[src/rtl/trig_pwm_pkg.sv]
// Shared types and register layout for the trigger-latched PWM controller.
// Assumes at most eight channels, so each control field fits in one byte.
package trig_pwm_pkg;
    localparam int DATA_W     = 32;
    localparam int CNT_W      = 24;
    localparam int PRE_W      = 3;
    localparam int CTRL_ADDR  = 'h00;
    localparam int PRESC_ADDR = 'h04;
    localparam int CH_BASE    = 'h08;
    localparam int CH_STRIDE  = 8;
    localparam int DUTY_OFS   = 4;
    localparam int TRIG_LSB   = 0;
    localparam int POL_LSB    = 8;
    localparam int TYPE_LSB   = 16;
    localparam int SMOOTH_LSB = 24;
    localparam int PRESC_STEP = 4;

    typedef struct packed {
        logic [PRE_W-1:0] presc;
        logic [CNT_W-1:0] period;
        logic [CNT_W-1:0] duty;
        logic             pol;
    } chan_cfg_t;
endpackage

[src/rtl/trig_pwm_regs.sv]
// Register file: decodes bus writes into per-channel staging settings and
// control bits. Write-only; every register resets to zero.
module trig_pwm_regs
    import trig_pwm_pkg::*;
#(
    parameter int NCH    = 6,
    parameter int ADDR_W = 8
) (
    input  logic                  clk,
    input  logic                  rst_n,
    input  logic                  wr_en,
    input  logic [ADDR_W-1:0]     wr_addr,
    input  logic [DATA_W-1:0]     wr_data,
    output chan_cfg_t [NCH-1:0]   stage_o,
    output logic [NCH-1:0]        trig_o,
    output logic [NCH-1:0]        smooth_o,
    output logic [NCH-1:0]        pushpull_o
);
    logic [NCH-1:0]   pol_q;
    logic [PRE_W-1:0] presc_q  [NCH];
    logic [CNT_W-1:0] period_q [NCH];
    logic [CNT_W-1:0] duty_q   [NCH];
    logic             unused_wdata;

    assign unused_wdata = ^wr_data;

    // Register writes, decoded per channel.
    always_ff @(posedge clk) begin
        if (!rst_n) begin
            trig_o     <= '0;
            smooth_o   <= '0;
            pushpull_o <= '0;
            pol_q      <= '0;
            for (int i = 0; i < NCH; i++) begin
                presc_q[i]  <= '0;
                period_q[i] <= '0;
                duty_q[i]   <= '0;
            end
        end else if (wr_en) begin
            if (wr_addr == ADDR_W'(CTRL_ADDR)) begin
                trig_o     <= wr_data[TRIG_LSB   +: NCH];
                pol_q      <= wr_data[POL_LSB    +: NCH];
                pushpull_o <= wr_data[TYPE_LSB   +: NCH];
                smooth_o   <= wr_data[SMOOTH_LSB +: NCH];
            end
            for (int i = 0; i < NCH; i++) begin
                if (wr_addr == ADDR_W'(PRESC_ADDR))
                    presc_q[i] <= wr_data[PRESC_STEP*i +: PRE_W];
                if (wr_addr == ADDR_W'(CH_BASE + CH_STRIDE*i))
                    period_q[i] <= wr_data[CNT_W-1:0];
                if (wr_addr == ADDR_W'(CH_BASE + CH_STRIDE*i + DUTY_OFS))
                    duty_q[i] <= wr_data[CNT_W-1:0];
            end
        end
    end

    // Staging settings gathered per channel.
    always_comb begin
        for (int i = 0; i < NCH; i++) begin
            stage_o[i].presc  = presc_q[i];
            stage_o[i].period = period_q[i];
            stage_o[i].duty   = duty_q[i];
            stage_o[i].pol    = pol_q[i];
        end
    end

    AST_CTRL_TYPE: assert property (@(posedge clk) disable iff (!rst_n)
        (wr_en && wr_addr == ADDR_W'(CTRL_ADDR)) |=> pushpull_o == $past(wr_data[TYPE_LSB +: NCH]));
    AST_CTRL_TRIG: assert property (@(posedge clk) disable iff (!rst_n)
        (wr_en && wr_addr == ADDR_W'(CTRL_ADDR)) |=> trig_o == $past(wr_data[TRIG_LSB +: NCH]));
endmodule

[src/rtl/trig_pwm_sched.sv]
// Commit scheduler for one channel: detects the trigger rising edge against a
// registered copy, snapshots the staging settings and issues a commit either
// LATENCY cycles later (immediate) or on the next period boundary (smooth).
// Assumes LATENCY >= 1.
module trig_pwm_sched
    import trig_pwm_pkg::*;
#(
    parameter int LATENCY = 4
) (
    input  logic      clk,
    input  logic      rst_n,
    input  logic      trig,
    input  logic      smooth,
    input  chan_cfg_t stage,
    input  logic      boundary,
    output logic      commit,
    output chan_cfg_t next_cfg
);
    localparam int WAIT_W = $clog2(LATENCY + 1);

    logic              trig_q;
    logic              rise;
    logic              pend_smooth;
    logic [WAIT_W-1:0] wait_cnt;

    assign rise   = trig && !trig_q;
    assign commit = (wait_cnt == WAIT_W'(1)) || (pend_smooth && boundary);

    // Edge history, pending snapshot and the commit timers.
    always_ff @(posedge clk) begin
        if (!rst_n) begin
            trig_q      <= 1'b0;
            pend_smooth <= 1'b0;
            wait_cnt    <= '0;
            next_cfg    <= '0;
        end else begin
            trig_q <= trig;
            if (rise) begin
                next_cfg    <= stage;
                pend_smooth <= smooth;
                wait_cnt    <= smooth ? '0 : WAIT_W'(LATENCY);
            end else if (commit) begin
                pend_smooth <= 1'b0;
                wait_cnt    <= '0;
            end else if (wait_cnt != '0) begin
                wait_cnt <= wait_cnt - 1'b1;
            end
        end
    end

    AST_WAIT_BOUND: assert property (@(posedge clk) disable iff (!rst_n)
        wait_cnt <= WAIT_W'(LATENCY));
    AST_ONE_MODE: assert property (@(posedge clk) disable iff (!rst_n)
        !(pend_smooth && wait_cnt != '0));
    AST_HELD_TRIG: assert property (@(posedge clk) disable iff (!rst_n)
        (trig && $past(trig) && !commit) |=> $stable(next_cfg));
endmodule

[src/rtl/trig_pwm_wave.sv]
// Waveform generator for one channel: prescaler, period counter and output
// stage running from the active settings, which load only on commit.
// Output is forced high while trigger and smooth are both clear.
module trig_pwm_wave
    import trig_pwm_pkg::*;
(
    input  logic      clk,
    input  logic      rst_n,
    input  logic      commit,
    input  chan_cfg_t next_cfg,
    input  logic      trig,
    input  logic      smooth,
    output logic      boundary,
    output logic      pwm_o
);
    chan_cfg_t        act;
    logic [PRE_W-1:0] pre_cnt;
    logic [CNT_W-1:0] cnt;
    logic             tick;
    logic             last;
    logic             on_phase;
    logic             wave;

    assign tick     = (pre_cnt == act.presc);
    assign last     = (act.period == '0) || (cnt == act.period - 1'b1);
    assign boundary = (act.period == '0) || (tick && last);

    // Active settings and counters; commit restarts both counters.
    always_ff @(posedge clk) begin
        if (!rst_n) begin
            act     <= '0;
            pre_cnt <= '0;
            cnt     <= '0;
        end else if (commit) begin
            act     <= next_cfg;
            pre_cnt <= '0;
            cnt     <= '0;
        end else if (tick) begin
            pre_cnt <= '0;
            cnt     <= last ? '0 : cnt + 1'b1;
        end else begin
            pre_cnt <= pre_cnt + 1'b1;
        end
    end

    // Output level from phase, polarity and the forced-high case.
    always_comb begin
        on_phase = (act.period != '0) && (cnt < act.duty);
        wave     = act.pol ? on_phase : !on_phase;
        pwm_o    = (!trig && !smooth) ? 1'b1 : wave;
    end

    AST_CNT_RANGE: assert property (@(posedge clk) disable iff (!rst_n)
        (act.period != '0) |-> (cnt < act.period));
    AST_PRE_RANGE: assert property (@(posedge clk) disable iff (!rst_n)
        pre_cnt <= act.presc);
    AST_HOLD_CFG: assert property (@(posedge clk) disable iff (!rst_n)
        !commit |=> $stable(act));
    AST_FULL_DUTY: assert property (@(posedge clk) disable iff (!rst_n)
        ((trig || smooth) && act.period != '0 && act.duty >= act.period) |-> (pwm_o == act.pol));
    AST_ZERO_PERIOD: assert property (@(posedge clk) disable iff (!rst_n)
        ((trig || smooth) && act.period == '0) |-> (pwm_o == !act.pol));
    AST_FORCE_HIGH: assert property (@(posedge clk) disable iff (!rst_n)
        (!trig && !smooth) |-> pwm_o);
endmodule

[src/rtl/trig_pwm_ctrl.sv]
// Top of the trigger-latched PWM controller: one register file shared by
// NCH channels, each with its own commit scheduler and waveform generator.
// Assumes NCH <= 8 and LATENCY >= 1.
module trig_pwm_ctrl
    import trig_pwm_pkg::*;
#(
    parameter int NCH     = 6,
    parameter int LATENCY = 4,
    parameter int ADDR_W  = 8
) (
    input  logic              clk,
    input  logic              rst_n,
    input  logic              wr_en,
    input  logic [ADDR_W-1:0] wr_addr,
    input  logic [DATA_W-1:0] wr_data,
    output logic [NCH-1:0]    pwm_out,
    output logic [NCH-1:0]    pwm_pushpull
);
    chan_cfg_t [NCH-1:0] stage;
    logic [NCH-1:0]      trig;
    logic [NCH-1:0]      smooth;

    trig_pwm_regs #(.NCH(NCH), .ADDR_W(ADDR_W)) u_regs (
        .clk        (clk),
        .rst_n      (rst_n),
        .wr_en      (wr_en),
        .wr_addr    (wr_addr),
        .wr_data    (wr_data),
        .stage_o    (stage),
        .trig_o     (trig),
        .smooth_o   (smooth),
        .pushpull_o (pwm_pushpull)
    );

    for (genvar ch = 0; ch < NCH; ch++) begin : g_chan
        logic      commit;
        logic      boundary;
        chan_cfg_t next_cfg;

        trig_pwm_sched #(.LATENCY(LATENCY)) u_sched (
            .clk      (clk),
            .rst_n    (rst_n),
            .trig     (trig[ch]),
            .smooth   (smooth[ch]),
            .stage    (stage[ch]),
            .boundary (boundary),
            .commit   (commit),
            .next_cfg (next_cfg)
        );

        trig_pwm_wave u_wave (
            .clk      (clk),
            .rst_n    (rst_n),
            .commit   (commit),
            .next_cfg (next_cfg),
            .trig     (trig[ch]),
            .smooth   (smooth[ch]),
            .boundary (boundary),
            .pwm_o    (pwm_out[ch])
        );
    end
endmodule

[config.mk]
export PLATFORM = sky130hd
export DESIGN_NAME = trig_pwm_ctrl
export DESIGN_NICKNAME = d
export VERILOG_FILES = /design/src/rtl/trig_pwm_pkg.sv /design/src/rtl/trig_pwm_regs.sv /design/src/rtl/trig_pwm_sched.sv /design/src/rtl/trig_pwm_wave.sv /design/src/rtl/trig_pwm_ctrl.sv
export SDC_FILE = /design/constraint.sdc
export NUM_CORES = 2
export LEC_CHECK = 0
export CAP_MARGIN = 5
export CORE_MARGIN = 2
export CORE_UTILIZATION = 30
export CTS_CLUSTER_DIAMETER = 50
export CTS_CLUSTER_SIZE = 40
export DETAILED_ROUTE_END_ITERATION = 10
export GPL_TIMING_DRIVEN = 0
export HOLD_SLACK_MARGIN = 0.12
export PLACE_DENSITY = 0.48
export SKIP_CTS_REPAIR_TIMING = 1
export SYNTH_ARGS = -nofsm -noshare
export SYNTH_HDL_FRONTEND = slang
export SYNTH_HIERARCHICAL = 1
export SYNTH_SLANG_ARGS = --single-unit
[constraint.sdc]
create_clock -name clk -period 5.9 [get_ports clk]
set_input_delay 1.77 -clock clk [delete_from_list [all_inputs] [get_ports clk]]
set_output_delay 1.77 -clock clk [all_outputs]
set_load 0.02 [all_outputs]
---- Yosys cells after proc, flatten, opt, wreduce, memory -nomap -nowiden ----
Memory sizes are Yosys's and may differ from the RTL's. A register that Yosys moved wholly into a read port is not among the register bits.
Cells that the tools add are included.
word-level totals
  flip-flop bits (word level) ............. 534
  RAM bits ................................ 306
  input bits .............................. 43
  output and inout port bits .............. 12
  memories ................................ 3
memory list
  name             depth  bits a word  read ports  clocked after Yosys merged registers in  wr ports  RTL line             RTL
  u_regs.duty_q    6      24           6           6                                        6         trig_pwm_regs.sv:22  logic [CNT_W-1:0] duty_q [NCH];
  u_regs.period_q  6      24           6           6                                        6         trig_pwm_regs.sv:21  logic [CNT_W-1:0] period_q [NCH];
  u_regs.presc_q   6      3            6           6                                        6         trig_pwm_regs.sv:20  logic [PRE_W-1:0] presc_q [NCH];
operators by class
  add/subtract/negate cells ............... 24
  order comparisons ....................... 6
  equality and inequality tests ........... 31
  mux-type cells .......................... 125
  bitwise gates (word level) .............. 19
  reductions and logical operators ........ 134
operator list
  kind                                                                   count
  24-bit two-way mux                                                     18
  24-bit by 1-bit adder with 24-bit output, second input constant        6
  24-bit equality test                                                   6
  24-bit zero test                                                       6
  24-bit less-than comparator                                            6
  24-bit nonzero test                                                    6
  24-bit by 1-bit subtractor with 24-bit output, second input constant   6
  3-bit two-way mux                                                      30
  1-bit two-way mux                                                      77
  8-bit by 6-bit equality test with 1-bit output, second input constant  6
  1-bit zero test                                                        42
  3-bit nonzero test                                                     12
  8-bit by 5-bit equality test with 1-bit output, second input constant  4
  1-bit logical AND                                                      30
  3-bit by 1-bit adder with 3-bit output, second input constant          6
  3-bit by 1-bit equality test with 1-bit output, second input constant  6
  3-bit equality test                                                    6
  1-bit logical OR                                                       18
  1-bit bitwise OR                                                       18
  3-bit OR reduction                                                     6
  3-bit by 1-bit subtractor with 3-bit output, second input constant     6
  8-bit by 4-bit equality test with 1-bit output, second input constant  2
  2-bit nonzero test                                                     6
  2-bit OR reduction                                                     6
  4 further kinds                                                        4

---- Logic depth before layout (Yosys ltp) ----
  depth in word-level cells ............... 9
  depth in mapped cells ................... 18
  gate-level depth less buffers ........... 16

---- By module ----
Netlist, hierarchy kept.
modules (own cells, without submodules)
  module                                 times used  cells each  area an instance (um^2)  sequential area each (um^2)
  trig_pwm_wave at g_chan[0].u_wave ...  5           524         4762.1                   1581.5
  trig_pwm_sched                         6           255         2209.6                   1141.1
  trig_pwm_regs                          1           830         12699.7                  9669.3
  trig_pwm_wave at g_chan[1].u_wave      1           565         4840.9                   1581.5

---- Least setup slack after synthesis ----
No wires, ideal clock.
  path type ............................... in2reg
  start point ............................. in wr_addr[4]
  end point ............................... mem u_regs.period_q[0][0] (enable)
  data arrival time ....................... 4.264 ns
  data required time ...................... 5.462 ns
  setup slack ............................. 1.197 ns
  cell stages on the path ................. 3
  path buffers ............................ 1
  path through ............................ buf_2 or4_4 o21ai_0
RTL lines
  element          RTL line             RTL
  start, declared  trig_pwm_ctrl.sv:14  input logic [ADDR_W-1:0] wr_addr,
  end, declared    trig_pwm_regs.sv:21

---- Worst setup path in the final report ----
  start point ............................. reg g_chan[0].u_wave.cnt[2]
  end point ............................... out pwm_out[0]
between the ends
  word-level cells in the longest chain between the ends .. 5
ends and longest elaborated chain
  element                          RTL line             RTL
  start, declared                  trig_pwm_wave.sv:18  logic [CNT_W-1:0] cnt;
  start signal, assigned           trig_pwm_wave.sv:40  cnt <= last ? '0 : cnt + 1'b1;
  24-bit less-than comparator (*)  trig_pwm_wave.sv:48  on_phase = (act.period != '0) && (cnt < act.duty);
  1-bit logical AND (*)            trig_pwm_wave.sv:48
  1-bit zero test                  trig_pwm_wave.sv:49  wave = act.pol ? on_phase : !on_phase;
  1-bit two-way mux (*)            trig_pwm_wave.sv:49
  1-bit two-way mux (*)            trig_pwm_wave.sv:50  pwm_o = (!trig && !smooth) ? 1'b1 : wave;
  end, declared                    trig_pwm_ctrl.sv:16  output logic [NCH-1:0] pwm_out,
Mark *: on every way between the ends. The rest lies on a longest branch, timed or not.

==> results.yml <==
clocking:
  worst_setup_hold_path_clk_slew_ns: 0.06
  numClockSinks: 1146
  cts_root_buffer: "clkbuf_16"
  cts_buffers: 140
  cts_tree: "yes"
  h-tree-depth: 4
  clock_path_buffers: 3
  insertion_delay_ns: 0.79
pwr:
  cellPowerDensity_nw_per_um2: 297.4
  max-vdd-ir-drop_mv: 0.3118
  total_power_w: 0.01886
  leakagePower_nw: 23.16
global_routing:
  antenna_found_initial: 17
  grt_pass1_wl_um: 239700
  met3_usage: 0.02621
  grt_util_met2: 0.2685
  grt_pass1_vias: 37589
  track_usage: 0.1691
  grt_max_degree: 42
  met1_usage: 0.2393
  top_usage_layer: "met2"
  gr-total-overflow: 0
yosys:
  ys_ff_latch: 1146
  synth_top_area_frac: 0.3079
  async_reset_ff_frac: 0
  ys.flop_type: "dfxtp_1"
  synth_area_leaders: "dfxtp_1 (31%), edfxtp_1 (17%), mux2i_1 (6.6%)"
  ys_top_cells_by_count: "nand2_1 (917), dfxtp_1 (840), mux2i_1 (360), nor2b_1 (332)"
  synth-seq-area-share: 0.4762
  netlist_instances: 5545
  synth_edf_count: 306
  syn-cell-area_um2: 54610
  ys_types: 81
  avgSynthCellArea_um2: 9.848
  ys.warnings.count: 6
  yosysTopAreaCell: "dfxtp_1"
  synth_nets: 5768
  yosysMostFrequentCell: "nand2_1"
timing:
  rsz0062_at_grt: "no"
  final_hold_viol_count: 0
  setup_tns_ns: 0
  fin_ws_ns: 0.1988
  slew-limit-headroom: 0.1200
  clock_skew_ns: 0.03862
  period_share: 0.9663
  slew_viol_final: 0
  finalSetupViolations: 0
  fmax_ghz: 0.1754
  worst-slew-pin-transition_ns: 1.320
  fin_crit_ns: 5.701
worst_setup_path:
  rr_worst_depth: 16
  crit_arrival_ns: 3.93
  crit_type: "reg2out"
  crit_path_end_kind: "primary output"
  critPathLaunchType: "flip-flop"
  crit_required_ns: 4.13
  cp_max_fo: 7
layout:
  drive_gt1_frac: 0.1063
  layoutNonFillerInstCount: 8254
  syn2layout_area_growth_pct: 16.11
  fin_util: 0.3508
  final_nets: 5974
routing:
  ant_nets: 0
  wl_per_cell_um: 19.11
  drc: 0
  routed_wl_um: 157700
  drtIter0Drc: 2580
  dr_total_vias: 38438
  first_pass_iters: 5
  routed_via_density: 4.657
hold_path:
  hold_class: "reg2reg"
  holdPathStages: 2
die:
  core_um2: 180700
  fp.dieW_um: 430.7
  start_util: 0.3021
  ios: 55
  die_area_um2: 185500
  die_h_um: 430.7
  rows: 156
job:
  cap_viol_max_count: 0
placement:
  placed_cells: 7979
  hpwl_um: 114800
  place_ws_ns: 0.2963
  gp_congestion: 0.8188
  io_buffers: 50
outcome:
  status: "finished, final reports clean"
[power by group]
group | leakage (nW) | internal (W) | switching (W)
Sequential | 9.67 | 0.00822 | 0.0000772
Clock | 2.38 | 0.00514 | 0.00387
Combinational | 11.1 | 0.000631 | 0.000917
[kinds of logic after synthesis]
kind of cell	Yosys count	synth area share
AO/OA/AOI/OAI	625	0.08299
XOR/XNOR	353	0.05662
adder cells (fa/ha/maj)	180	0.04124
buffers and inverters	517	0.04640
flip-flops	1146	0.4762
multiplexers	365	0.06702
AND/OR/NAND/NOR	2359	0.2295
[flip-flops by register name (all words and copies together), names as in the netlist]
name	flops
g_chan.u_sched/trig_q	6
u_regs/trig_o	6
g_chan.u_wave/pre_cnt	18
u_regs/smooth_o	6
g_chan.u_sched/next_cfg	312
g_chan.u_sched/wait_cnt	18
g_chan.u_sched/pend_smooth	6
g_chan.u_wave/act	312
u_regs/period_q	144
u_regs/presc_q	18
u_regs/pushpull_o	6
u_regs/pol_q	6
g_chan.u_wave/cnt	144
u_regs/duty_q	144
[critical path, cell delays in order, from the launching register on]
cell,delay [ns]
dfxtp_1,0.46
ha_1,0.30
a21o_1,0.18
a31oi_1,0.15
o21ai_0,0.16
a2111o_1,0.48
a211oi_1,0.35
o31ai_1,0.25
xnor2_1,0.36
o21ai_2,0.21
dlymetal6s2s_1,0.28
[area by class of cell]
| type | count | area [µm²] |
|---|---|---|
| tap | 2370 | 2965 |
| timing repair buffer | 64 | 768.2 |
| inverter | 195 | 732.0 |
| buffer | 322 | 1819 |
| clock inverter | 98 | 1129 |
| fill | 18361 | 117300 |
| sequential | 1146 | 26010 |
| multi-input combinational | 3882 | 26170 |
| clock buffer | 164 | 3781 |
| antenna | 13 | 32.53 |
[placed cells by master (no fill, tap or decap), drive strengths merged, types with 50 or more instances in the layout]
cell type,Yosys,layout
o21ai,89,89
nand4,78,78
a21oi,53,53
clkbuf,174,338
nand3,66,66
dfxtp,840,840
nand2,917,917
nor2b,332,332
a21boi,318,318
nor3,50,50
edfxtp,306,306
nor2,282,282
and2,253,253
mux2i,360,360
buf,148,163
ha,180,180
and3,106,106
xor2,176,176
inv,195,240
xnor2,177,177
nor4,56,56
[routing by layer]
| layer | wire (µm) | part of all wire | vias up |
|---|---|---|---|
| met1 | 77500 | 0.49 | 18331 |
| met4 | 3100 | 0.020 | 0 |
| li1 | - | - | 19280 |
| met2 | 70540 | 0.45 | 645 |
| met5 | 0 | 0 | - |
| met3 | 6602 | 0.042 | 182 |
[per-stage QoR]
step	hold WS, ns	area [µm²]
after floorplan	0.4282	54610
after global placement	0.4366	58070
after CTS	0.4553	63330
after detailed placement	0.4463	58420
final	0.4515	63410
after global routing	0.4688	63380
[final timing paths]
kind,from,endpoint,slack (ns)
setup / recovery,g_chan[0].u_wave/cnt[2],pwm_out[0],0.20
hold / removal,g_chan[4].u_sched/next_cfg[17],g_chan[4].u_sched/next_cfg[17],0.45
setup reg to reg,g_chan[2].u_wave/act[25],g_chan[2].u_wave/act[8],0.85
hold reg to reg,g_chan[4].u_sched/next_cfg[17],g_chan[4].u_sched/next_cfg[17],0.45
(Power assumes the default switching activity.)
